$ cat config.mk
export PLATFORM = sky130hd
export DESIGN_NAME = vfe_unit
export DESIGN_NICKNAME = d
export VERILOG_FILES = /design/src/rtl/vfe_pkg.sv /design/src/rtl/vfe_elem_cmp.sv /design/src/rtl/vfe_first_idx.sv /design/src/rtl/vfe_unit.sv
export SDC_FILE = /design/constraint.sdc
export NUM_CORES = 1
export LEC_CHECK = 0
export ABC_CLOCK_PERIOD_IN_PS = 800
export BUFFER_PORTS_ARGS = -buffer_cell sky130_fd_sc_hd__buf_4
export CAP_MARGIN = 0
export CORE_AREA = 2 2 151 153
export CTS_CLUSTER_DIAMETER = 40
export DETAILED_ROUTE_END_ITERATION = 16
export DIE_AREA = 0 0 153 155
export PLACE_DENSITY_LB_ADDON = 0.1
export SYNTH_ARGS = -nofsm -noshare
export SYNTH_HDL_FRONTEND = slang
export SYNTH_SLANG_ARGS = --single-unit
$ cat constraint.sdc
create_clock -name clk_i -period 0.8 [get_ports clk_i]
set_input_delay 0.16 -clock clk_i [delete_from_list [all_inputs] [get_ports clk_i]]
set_output_delay 0.16 -clock clk_i [all_outputs]
set_load 0.005 [all_outputs]
$ cat src/rtl/vfe_pkg.sv
package vfe_pkg;
  localparam int unsigned VEC_W   = 128;
  localparam int unsigned NBYTES  = VEC_W / 8;
  localparam int unsigned IDX_W   = $clog2(NBYTES + 1);
  localparam int unsigned NSIZES  = 3;

  typedef enum logic [1:0] {
    ES_8  = 2'd0,
    ES_16 = 2'd1,
    ES_32 = 2'd2,
    ES_32A = 2'd3
  } esize_e;

  typedef enum logic [1:0] {
    CC_ZERO = 2'd0,
    CC_LO   = 2'd1,
    CC_HI   = 2'd2,
    CC_NONE = 2'd3
  } cc_e;
endpackage

$ cat src/rtl/vfe_elem_cmp.sv
// Per-element compare for one element size; flags land on each element's first byte.
module vfe_elem_cmp #(
  parameter int unsigned VEC_W    = 128,
  parameter int unsigned EL_BYTES = 1
) (
  input  logic [VEC_W-1:0]   a_i,
  input  logic [VEC_W-1:0]   b_i,
  input  logic               mode_i,
  output logic [VEC_W/8-1:0] hit_o,
  output logic [VEC_W/8-1:0] lt_o,
  output logic [VEC_W/8-1:0] az_o
);
  localparam int unsigned NB   = VEC_W / 8;
  localparam int unsigned EL_W = EL_BYTES * 8;
  localparam int unsigned NEL  = NB / EL_BYTES;

  for (genvar k = 0; k < NEL; k++) begin : g_el
    localparam int unsigned HI  = VEC_W - 1 - k * EL_W;
    localparam int unsigned POS = k * EL_BYTES;
    logic [EL_W-1:0] ea, eb;
    assign ea = a_i[HI -: EL_W];
    assign eb = b_i[HI -: EL_W];
    assign hit_o[POS] = mode_i ? (ea != eb) : (ea == eb);
    assign lt_o[POS]  = ea < eb;
    assign az_o[POS]  = ea == '0;
    for (genvar j = 1; j < EL_BYTES; j++) begin : g_pad
      assign hit_o[POS+j] = 1'b0;
      assign lt_o[POS+j]  = 1'b0;
      assign az_o[POS+j]  = 1'b0;
    end
  end
endmodule

$ cat src/rtl/vfe_first_idx.sv
// Lowest set index of a byte-position vector; N when empty.
module vfe_first_idx #(
  parameter int unsigned N     = 16,
  parameter int unsigned IDX_W = 5
) (
  input  logic [N-1:0]     vec_i,
  output logic [IDX_W-1:0] idx_o
);
  always_comb begin
    idx_o = IDX_W'(N);
    for (int i = N - 1; i >= 0; i--) begin
      if (vec_i[i]) idx_o = IDX_W'(i);
    end
  end
endmodule

$ cat src/rtl/vfe_unit.sv
module vfe_unit
  import vfe_pkg::*;
(
  input  logic              clk_i,
  input  logic              rst_ni,
  input  logic              start_i,
  input  logic [VEC_W-1:0]  a_i,
  input  logic [VEC_W-1:0]  b_i,
  input  logic [1:0]        esize_i,
  input  logic              mode_i,
  input  logic              zs_en_i,
  output logic              done_o,
  output logic [VEC_W-1:0]  result_o,
  output logic [1:0]        cc_o
);
  localparam logic [IDX_W-1:0] NONE = IDX_W'(NBYTES);

  logic [NBYTES-1:0] hit_s [NSIZES];
  logic [NBYTES-1:0] lt_s  [NSIZES];
  logic [NBYTES-1:0] az_s  [NSIZES];

  for (genvar g = 0; g < NSIZES; g++) begin : g_size
    vfe_elem_cmp #(.VEC_W(VEC_W), .EL_BYTES(1 << g)) u_cmp (
      .a_i   (a_i),
      .b_i   (b_i),
      .mode_i(mode_i),
      .hit_o (hit_s[g]),
      .lt_o  (lt_s[g]),
      .az_o  (az_s[g])
    );
  end

  logic [NBYTES-1:0] hit_v, lt_v, az_v;
  always_comb begin
    unique case (esize_i)
      ES_8:    begin hit_v = hit_s[0]; lt_v = lt_s[0]; az_v = az_s[0]; end
      ES_16:   begin hit_v = hit_s[1]; lt_v = lt_s[1]; az_v = az_s[1]; end
      default: begin hit_v = hit_s[2]; lt_v = lt_s[2]; az_v = az_s[2]; end
    endcase
  end

  logic [IDX_W-1:0] first_hit, first_zero;

  vfe_first_idx #(.N(NBYTES), .IDX_W(IDX_W)) u_hit_idx (
    .vec_i(hit_v),
    .idx_o(first_hit)
  );

  vfe_first_idx #(.N(NBYTES), .IDX_W(IDX_W)) u_zero_idx (
    .vec_i(az_v & {NBYTES{zs_en_i}}),
    .idx_o(first_zero)
  );

  logic             a_smaller;
  logic [IDX_W-1:0] idx_min;
  cc_e              cc_d;

  // first_hit < NBYTES guards the narrowed index
  assign a_smaller = (first_hit != NONE) && lt_v[first_hit[IDX_W-2:0]];
  assign idx_min   = (first_hit < first_zero) ? first_hit : first_zero;

  always_comb begin
    if (first_hit == NONE && first_zero == NONE) begin
      cc_d = CC_NONE;
    end else if (!mode_i) begin
      if (first_zero == NONE)          cc_d = CC_LO;
      else if (first_hit < first_zero) cc_d = CC_HI;
      else                             cc_d = CC_ZERO;
    end else begin
      if (first_zero < first_hit) cc_d = CC_ZERO;
      else                        cc_d = a_smaller ? CC_LO : CC_HI;
    end
  end

  always_ff @(posedge clk_i or negedge rst_ni) begin
    if (!rst_ni) begin
      done_o   <= 1'b0;
      result_o <= '0;
      cc_o     <= 2'd0;
    end else begin
      done_o <= start_i;
      if (start_i) begin
        result_o <= {{(VEC_W/2-IDX_W){1'b0}}, idx_min, {(VEC_W/2){1'b0}}};
        cc_o     <= cc_d;
      end
    end
  end

  AST_DONE_NEXT: assert property (@(posedge clk_i) disable iff (!rst_ni)
    start_i |=> done_o) else $error("done missing");
  AST_HOLD_IDLE: assert property (@(posedge clk_i) disable iff (!rst_ni)
    !start_i |=> ($stable(result_o) && $stable(cc_o) && !done_o)) else $error("hold");
  AST_LOW_ZERO: assert property (@(posedge clk_i) disable iff (!rst_ni)
    done_o |-> result_o[VEC_W/2-1:0] == '0) else $error("low half");
  AST_IDX_RANGE: assert property (@(posedge clk_i) disable iff (!rst_ni)
    done_o |-> result_o[VEC_W-1:VEC_W/2] <= 64'(NBYTES)) else $error("range");
  AST_CC_NONE: assert property (@(posedge clk_i) disable iff (!rst_ni)
    (done_o && cc_o == 2'd3) |-> result_o[VEC_W-1:VEC_W/2] == 64'(NBYTES)) else $error("cc3");
  AST_CC_ZERO_FOUND: assert property (@(posedge clk_i) disable iff (!rst_ni)
    (done_o && cc_o == 2'd0) |-> result_o[VEC_W-1:VEC_W/2] < 64'(NBYTES)) else $error("cc0");
endmodule

## Word level (Yosys, flattened, before mapping)

Index checks and enable logic that the tools add are counted.

| word-level totals | value |
|---|---|
| flip-flop bits (word level) | 8 |
| bits of input ports | 263 |
| output and inout bits | 131 |
| logic and storage cells | 198 |

| operators by class | value |
|---|---|
| magnitude comparators | 31 |
| equal/unequal tests | 60 |
| muxes and demuxes | 72 |
| bitwise logic cells | 1 |
| reduce and logical (&&, ||, !) cells | 31 |

Operators by type and width:

| operator | number |
|---|---|
| $mux W5 | 33 |
| $eq A16 B16 Y1 | 8 |
| $eq A32 B32 Y1 | 4 |
| $eq A8 B8 Y1 | 16 |
| $logic_not A16 Y1 | 8 |
| $logic_not A32 Y1 | 4 |
| $logic_not A8 Y1 | 16 |
| $lt A16 B16 Y1 | 8 |
| $lt A32 B32 Y1 | 4 |
| $lt A8 B8 Y1 | 16 |
| $ne A16 B16 Y1 | 8 |
| $ne A32 B32 Y1 | 4 |
| $ne A8 B8 Y1 | 16 |
| $pmux W16 S2 | 3 |
| $mux W1 | 29 |
| $and A16 B16 Y16 | 1 |
| $mux W2 | 6 |
| $eq A5 B5 Y1 const B | 2 |
| $lt A5 B5 Y1 | 2 |
| $lt A4 B5 Y1 const B | 1 |
| $ne A5 B5 Y1 const B | 1 |
| $bmux W1 S4 | 1 |
| $eq A2 B1 Y1 const B | 1 |
| $logic_and A1 B1 Y1 | 2 |
| $logic_not A2 Y1 | 1 |

## Longest topological paths before layout

Gate-level depths: netlist of the first run.

| logic depth | value |
|---|---|
| depth in word-level cells | 26 |
| depth in mapped cells | 20 |
| gate-level depth less buffers | 20 |

## Cells and area by module

A second synthesis of the first run with hierarchy kept.

| unflattened totals | value |
|---|---|
| cell total of the unflattened synthesis | 1,948 |
| area, all modules | 14,433.8 µm² |

Modules (own cells, without submodules):

| module | instances | cells each | area an instance (µm²) | seq. area each (µm²) |
|---|---|---|---|---|
| vfe_elem_cmp (g_size[2].u_cmp) | 1 | 527 | 3,862.5 | 0.0 |
| vfe_elem_cmp (g_size[1].u_cmp) | 1 | 522 | 3,807.4 | 0.0 |
| vfe_elem_cmp (g_size[0].u_cmp) | 1 | 498 | 3,741.1 | 0.0 |
| vfe_unit | 1 | 337 | 2,645.0 | 200.2 |
| vfe_first_idx | 2 | 32 | 188.9 | 0.0 |

## Least setup slack after synthesis of the first run

Ideal clock, no wire load.

| path | value |
|---|---|
| kind | input to register |
| from | input b_i[31] |
| to | register cc_o[1] |
| setup time | 0.118 ns |
| arrival | 3.540 ns |
| data required time | 0.682 ns |
| slack | -2.858 ns |
| cell stages on the path | 17 |
| buffers on the path | 0 |
| cell sequence | inv_1 -> ha_1 -> nand4_1 -> or3_1 -> or4_4 -> a221oi_2 -> a211oi_1 -> nor2_1 -> inv_1 -> ha_1 -> a21o_1 -> a211oi_1 -> nor2_1 -> nand2_1 -> mux2i_1 -> mux2_2 -> a21o_1 |

| between the ends | value |
|---|---|
| word-level cells in the longest chain between the ends | 23 |
| elaborated cells on any way between the ends | 41 |
| those cells by class | order compare: 5; eq/ne: 8; mux: 26; reduce/logical: 2 |

RTL lines:

| element | RTL line | source |
|---|---|---|
| from (decl) | vfe_unit.sv:8 | `input logic [VEC_W-1:0] b_i,` |
| $eq A32 B32 Y1 (tied with other cells) | vfe_elem_cmp.sv:23 | `assign hit_o[POS] = mode_i ? (ea != eb) : (ea == eb);` |
| $mux W1 | vfe_elem_cmp.sv:23 |  |
| $pmux W16 S2 | vfe_unit.sv:35 | `unique case (esize_i)` |
| $mux W5 (13 in a row) | vfe_first_idx.sv:12 | `if (vec_i[i]) idx_o = IDX_W'(i);` |
| $bmux W1 S4 | vfe_unit.sv:59 | `assign a_smaller = (first_hit != NONE) && lt_v[first_hit[IDX_W-2:0]];` |
| $mux W1 (not written as such) | vfe_unit.sv:59 |  |
| $logic_and A1 B1 Y1 | vfe_unit.sv:59 |  |
| $mux W2 | vfe_unit.sv:71 | `else cc_d = a_smaller ? CC_LO : CC_HI;` |
| $mux W2 | vfe_unit.sv:70 | `if (first_zero < first_hit) cc_d = CC_ZERO;` |
| $mux W2 | vfe_unit.sv:65 | `end else if (!mode_i) begin` |
| $mux W2 * | vfe_unit.sv:63 | `if (first_hit == NONE && first_zero == NONE) begin` |
| to (signal assigned) | vfe_unit.sv:79 | `cc_o <= 2'd0;` |
| to (signal assigned) | vfe_unit.sv:84 | `cc_o <= cc_d;` |
| to (decl) | vfe_unit.sv:14 | `output logic [1:0] cc_o` |

Every way passes the cells marked *; elsewhere a longest branch is shown, timed or not. The select of a mux whose other input is x is not followed.
A chain may end at the register's enable or synchronous reset.

## Worst setup path after layout of the first run

| path | value |
|---|---|
| from | input b_i[30] |
| to | register cc_o[1] |

Same word-level chain as after synthesis.

==> run_results.csv, run 1 <==
group,metric,value,unit
clock_network,clk_path_buf_depth,2,
timing,clock.fmax,295,MHz
setup_path,reg2reg_slack,-160,ps
setup_path,r2r-end,"cc_o[1]$_DFFE_PN0P_",
synthesis,async_flop_share,100,%
run,drv_cap,0,
grt,grt_pass1_vias,8048,
grt,grt.overflow.total,0,
setup_path,cp.required,910,ps
clock_network,htree_num_levels,1,
synthesis,synth_edf_count,0,
clock_network,cts_num_sinks,8,
detailed_routing,ant_nets,0,
timing,min_period_over_period,423,%
hold_path,hold_path.class,"in2reg",
timing,finalSetupViolCount,15,
detailed_routing,drc_errors,0,
run_status,outcome,"finished with violations",
detailed_routing,routedWlPerCell,13.9,microns
detailed_routing,via_per_inst,4.69,
layout,utilization,50.0,%
placement,port_buffers,270,
placement,dpl.hpwl,21.6,mm
detailed_routing,drt_iter0_drc,283,
power,leakagePower,6.06,nW
synthesis,netlist_area,6800,sq um
setup_path,cp.arrival,3500,ps
clock_network,cts_buffers,3,
synthesis,syn_area_per_cell,6.98,sq um
setup_path,start_kind,"input port",
floorplan,dieArea,23700,sq um
synthesis,ys.flop_type,"dfrtp_1",
grt,grt_max_degree,16,
placement,place_congestion,0.857,
synthesis,synth_cell_types,75,
setup_path,slowest_delay,530,ps
run_status,violations,"negative setup slack",
setup_path,crit_end,"cc_o[1]$_DFFE_PN0P_",
layout,regArea,200,sq um
layout,fillCellCount,2295,
clock_network,path_clk_slew,40,ps
grt,grt_pass1_wl,38.2,mm
layout,final_common_cell,"buf_4",
timing,maxSlewViolCount,0,
setup_path,worstReg2RegStart,"cc_o[1]$_DFFE_PN0P_",
layout,area_growth,63.5,%
setup_path,worstSetupPathType,"in2reg",
synthesis,yosysWarnings,0,
setup_path,path_delay_family,"simple AND/OR/NAND/NOR gates",
detailed_routing,routed_wl,24.3,mm
synthesis,syn_inst,974,
setup_path,worst-path-buf-inv,3,
timing,finClkSkew,0,ps
timing,layout_min_cycle_time,3390,ps
setup_path,critPathMaxFanout,3,
setup_path,worst_setup_path_end_kind,"flip-flop",
synthesis,seq_area_frac_synth,2.94,%
power,p_per_area,571,nW/um^2
grt,grtUsageTotal,19.2,%
clock_network,cts_tree,"yes",
floorplan,die_h,155,microns
layout,finalNetCount,1876,
setup_path,cp_cell_sequence,"buf_8 -> inv_12 -> ha_4 -> nand4_1 -> or3_4 -> or4_4 -> buf_4 -> a31oi_2 -> o21ai_1 -> nand3_1 -> ha_4 -> a21oi_2 -> nor2_4 -> a211oi_4 -> nor2_4 -> nand2_1 -> mux2i_1 -> mux2_4 -> a21o_1",
clock_network,cts-root-buf,"clkbuf_16",
grt,grt_antenna_before_repair,0,
layout,num_antenna_cells,0,
floorplan,ios,394,
setup_path,cp_slowest_cell,"or4_4",
setup_path,startpoint,"b_i[30]",
floorplan,die_w,153,microns
detailed_routing,dr.pass1.iters,5,
setup_path,worst-path-stages,19,
timing,hold_ws,270,ps
layout,drive_gt1_share,40.7,%
timing,grt_setup_unrepaired,"yes",
timing,worst_slack,-2590,ps
detailed_routing,vias,8206,
setup_path,ff2ff_path_depth,2,
layout,multi_input_area,5990,sq um
floorplan,num_rows,55,
floorplan,coreArea,22200,sq um
clock_network,clk_latency,230,ps
floorplan,initial_core_util,30.6,%
synthesis,ys_ff_latch,8,
power,ir_drop,0.000419,V
timing,hold_viol,0,
layout,layout_common_cells,"buf_4 (480), inv_1 (148), ha_1 (127), conb_1 (123), a21oi_1 (78)",
through the flow:
| stage | setup slack [ps] | instance area, sq um | instances | TNS [ps] | total power, mW |
|---|---|---|---|---|---|
| CTS | -2530 | 10800 | 1744 | -18220 | 6.20 |
| floorplan | -2690 | 7380 | 1096 | -17350 | 2.99 |
| finish | -2590 | 11100 | 1751 | -18430 | 6.35 |
| global placement | -2890 | 10400 | 1730 | -19740 | 5.15 |
| detailed placement | -2960 | 10400 | 1730 | -20170 | 5.18 |
| global route | -2740 | 11100 | 1751 | -19540 | 6.98 |
power by group:
group	total, mW	leakage [nW]	internal [mW]	switching (mW)
clock	0.825	0.0370	0.643	0.182
combinational	5.03	5.93	2.79	2.24
sequential	0.487	0.0971	0.450	0.0373
Yosys cell counts (3+ instances only):
cell type | number | area (sq um)
a2111oi_0 | 4 | 35.0
a211oi_1 | 4 | 30.0
a21o_1 | 31 | 233
a21oi_1 | 86 | 430
a31oi_1 | 12 | 75.1
a32oi_1 | 3 | 26.3
and4_1 | 4 | 35.0
buf_1 | 3 | 11.3
buf_4 | 123 | 923
clkbuf_1 | 7 | 26.3
dfrtp_1 | 8 | 200
ha_1 | 145 | 1810
inv_1 | 157 | 589
maj3_1 | 4 | 40.0
mux2_2 | 4 | 45.0
mux2i_1 | 3 | 30.0
nand2_1 | 43 | 161
nand2b_1 | 10 | 62.6
nand3_1 | 10 | 50.1
nand3b_1 | 4 | 30.0
nand4_1 | 34 | 213
nor2_1 | 59 | 221
nor2b_1 | 16 | 100
nor3_1 | 11 | 55.1
nor4_1 | 25 | 156
o2111a_1 | 3 | 33.8
o2111ai_1 | 4 | 35.0
o211ai_1 | 10 | 75.1
o21a_1 | 9 | 67.6
o21ai_0 | 54 | 270
o21ai_1 | 4 | 20.0
o221ai_1 | 3 | 26.3
o31ai_1 | 7 | 52.6
or2_1 | 4 | 25.0
or4_1 | 12 | 90.1
xnor2_1 | 3 | 26.3
layer usage:
layer	vias to the layer above	track usage, %	routed length, microns
met1	3697	23.2	10200
li1	4234	-	-
met3	18	2.59	1420
met5	-	0	0
met2	257	36.7	12400
met4	0	2.91	259
worst min-delay path: cells and delay by family:
| kind | cells | cell delay [ps] |
|---|---|---|
| buffers and inverters | 1 | 110 |
| AO/OA/AOI/OAI | 2 | 180 |
worst min path at each step:
stage                     depth (start not counted)                   to  slack [ps]  startpoint
after global routing                              3  cc_o[0]$_DFFE_PN0P_         270     start_i
after global placement                            1     done_o$_DFF_PN0_         -20      rst_ni
after floorplan                                   0  cc_o[0]$_DFFE_PN0P_        -140      rst_ni
final                                             3  cc_o[0]$_DFFE_PN0P_         270     start_i
after CTS                                         3  cc_o[0]$_DFFE_PN0P_         270     start_i
after detailed placement                          1     done_o$_DFF_PN0_         -20      rst_ni
area by class of cell:
class | count | share of cell area (%)
clock buffer | 3 | 0.675
inverter | 159 | 5.55
multi-input combinational | 793 | 53.9
sequential | 8 | 1.80
tap | 285 | 3.21
timing repair buffer | 503 | 34.8
logic make-up after synthesis:
logic type | count (synthesis) | synth area share (%)
DFF | 8 | 2.94
muxes | 7 | 1.10
AOI/OAI and AO/OA | 264 | 25.1
and+or+nand+nor | 247 | 19.9
adders and majority gates | 149 | 27.3
buffers and inverters | 295 | 23.2
other | 1 | 0.0552
xor gates and xnor gates | 3 | 0.387
registers in the layout (all words and copies together) (netlist names):
name and count:
cc_o 2, result_o 5, done_o 1
what timing repair did:
item / in CTS / in global routing
pin swaps: 16 / 31
resized for setup: 51 / 47
hold buffers: 1 / 0
endpoints found under the setup margin: 15 / 15
buffers inserted: 10 / 8
hold endpoints to repair: 8 / 0
cloned: 0 / 0
No activity file was read; power rests on OpenSTA's default activity.
==> inputs of run 2 (changes only) <==
--- a/config.mk
+++ b/config.mk
@@ -10,8 +10,11 @@
 export CAP_MARGIN = 0
 export CORE_AREA = 2 2 151 153
 export CTS_CLUSTER_DIAMETER = 40
+export CTS_CLUSTER_SIZE = 24
 export DETAILED_ROUTE_END_ITERATION = 16
 export DIE_AREA = 0 0 153 155
+export GPL_TIMING_DRIVEN = 0
+export MAX_ROUTING_LAYER = met4
 export PLACE_DENSITY_LB_ADDON = 0.1
 export SYNTH_ARGS = -nofsm -noshare
 export SYNTH_HDL_FRONTEND = slang
==> run 2 against run 1 <==
The run still ends with negative setup slack left. Worst setup slack lost 130 ps. Clock power grew 1%. Non-clock buffer count shrank 59. Die area is the same. Sequential share of layout area grew 0.086 points. Register-to-register slack gained 50 ps. Cell count shrank 3.4%. Cell area shrank 4.6%. Clock skew is the same. Critical endpoint unchanged. Largest cell class unchanged.
==> run_results.csv, run 2 (synthesis results as in run 1) <==
group,metric,value,unit
clock_network,cts_num_sinks,8,
hold_path,hp-start,"start_i",
floorplan,die_w,153,microns
placement,place_congestion,0.911,
clock_network,clk_latency,230,ps
setup_path,critPathMaxFanout,4,
timing,timing.slew.headroom,50.1,%
power,p_per_area,566,nW/um^2
run,drv_cap,0,
clock_network,cts-root-buf,"clkbuf_16",
clock_network,cts_buffers,3,
layout,top_regs,"result_o (5), cc_o (2), done_o (1)",
grt,grtUsageTotal,19.3,%
placement,dp_cells,1651,
setup_path,worst_setup_path_end_kind,"flip-flop",
detailed_routing,routed_wl,24.1,mm
setup_path,ff2ff_path_depth,2,
timing,finalSetupViolCount,15,
timing,grt_setup_unrepaired,"yes",
timing,finalSetupTns,-19370,ps
timing,min_period_over_period,439,%
placement,dpl.hpwl,20.8,mm
layout,top_register,"result_o",
timing,layout_min_cycle_time,3510,ps
placement,port_buffers,270,
layout,drive_gt1_share,37.7,%
timing,maxSlewViolCount,0,
setup_path,worstSetupPathType,"in2reg",
layout,fillCellCount,2314,
run_status,violations,"negative setup slack",
floorplan,die_h,155,microns
clock_network,cts_tree,"yes",
layout,instances_no_fill,1692,
layout,largest_reg_flops,5,
clock_network,clk_path_buf_depth,2,
setup_path,r2r-end,"cc_o[1]$_DFFE_PN0P_",
floorplan,coreArea,22200,sq um
timing,max_slew.worst_pin.slew,741,ps
grt,grt_pass1_wl,37.1,mm
setup_path,startpoint,"a_i[123]",
grt,grt_antenna_before_repair,0,
grt,grt.overflow.total,0,
setup_path,cp.arrival,3630,ps
floorplan,num_rows,55,
timing,clock.fmax,285,MHz
layout,num_antenna_cells,0,
layout,final_common_cell,"buf_4",
detailed_routing,vias,7914,
setup_path,worstReg2RegStart,"cc_o[1]$_DFFE_PN0P_",
detailed_routing,ant_nets,0,
detailed_routing,routedWlPerCell,14.2,microns
grt,grt_max_degree,11,
detailed_routing,drt_iter0_drc,317,
power,leakagePower,5.82,nW
timing,worst_slack,-2710,ps
grt,grt_pass1_vias,7611,
floorplan,ios,394,
timing,hold_viol,0,
run_status,outcome,"finished with violations",
power,ir_drop,0.000517,V
detailed_routing,drc_errors,0,
floorplan,initial_core_util,30.6,%
clock_network,htree_num_levels,1,
timing,finClkSkew,0,ps
setup_path,cp.required,920,ps
layout,layout_common_cells,"buf_4 (413), inv_1 (152), ha_1 (132), conb_1 (123), a21oi_1 (78)",
clock_network,path_clk_slew,40,ps
hold_path,hold_path.class,"in2reg",
setup_path,reg2reg_slack,-110,ps
detailed_routing,via_per_inst,4.68,
setup_path,start_kind,"input port",
layout,area_growth,56.0,%
floorplan,dieArea,23700,sq um
layout,finalNetCount,1817,
setup_path,crit_end,"cc_o[1]$_DFFE_PN0P_",
detailed_routing,dr.pass1.iters,5,
[run 2: worst min path at each step]
| stage | endpoint | slack (ps) | depth (start not counted) |
|---|---|---|---|
| CTS | done_o$_DFF_PN0_ | 100 | 1 |
| finish | done_o$_DFF_PN0_ | 100 | 1 |
| detailed placement | result_o[65]$_DFFE_PN0P_ | -10 | 1 |
| floorplan | cc_o[0]$_DFFE_PN0P_ | -140 | 0 |
| global placement | done_o$_DFF_PN0_ | -20 | 1 |
| global route | done_o$_DFF_PN0_ | 110 | 1 |
[run 2: worst max-delay path: stages]
cell	delay, ps
buf_4	120
or4_1	570
nor4_4	380
nand2_1	140
o32ai_2	430
nor2_1	130
nand2_1	200
a21oi_1	140
ha_4	280
a21o_1	200
a211oi_4	260
nor2_4	70
nand2_1	60
mux2i_1	70
mux2_4	260
a21o_1	140
[run 2: area by class of cell]
cell class,instances,area (sq um),share of cell area [%]
sequential,8,200,1.89
timing repair buffer,308,2380,22.5
tap,285,357,3.36
multi-input combinational,793,5980,56.4
clock buffer,3,75.1,0.708
buffer,136,992,9.35
inverter,159,617,5.82
[run 2: repair_timing]
item                       CTS  global route
pin swaps                   29            29
resized for setup           51            49
buffers inserted            26            12
hold buffers                 1             0
hold endpoints to repair     8             0
setup endpoints to repair   15            15
[run 2: per-stage QoR]
stage	utilization (%)	hold WS [ps]	setup slack [ps]	power, mW	area, sq um
2_1_floorplan	-	-136	-2690	2.99	7380
3_3_place_gp	43.9	-16.5	-3420	4.75	9760
3_5_place_dp	43.9	-14.4	-3400	4.78	9760
4_1_cts	46.2	103	-2820	5.86	10300
5_1_grt	47.7	108	-2930	6.62	10600
6_report	47.7	103	-2710	6.01	10600
[run 2: power by group]
part | leakage, nW | internal, mW | switching (mW)
combinational | 5.69 | 2.53 | 2.16
clock | 0.0370 | 0.644 | 0.191
sequential | 0.0971 | 0.450 | 0.0304
total | 5.82 | 3.62 | 2.38
[run 2: routing by layer]
layer  up-vias  track usage (%)  wire length (microns)
met5         -                -                      0
met4         0             4.37                    540
met3        28             3.20                   1890
met2       313             34.7                  12000
met1      3467             22.7                   9650
li1       4106                -                      -
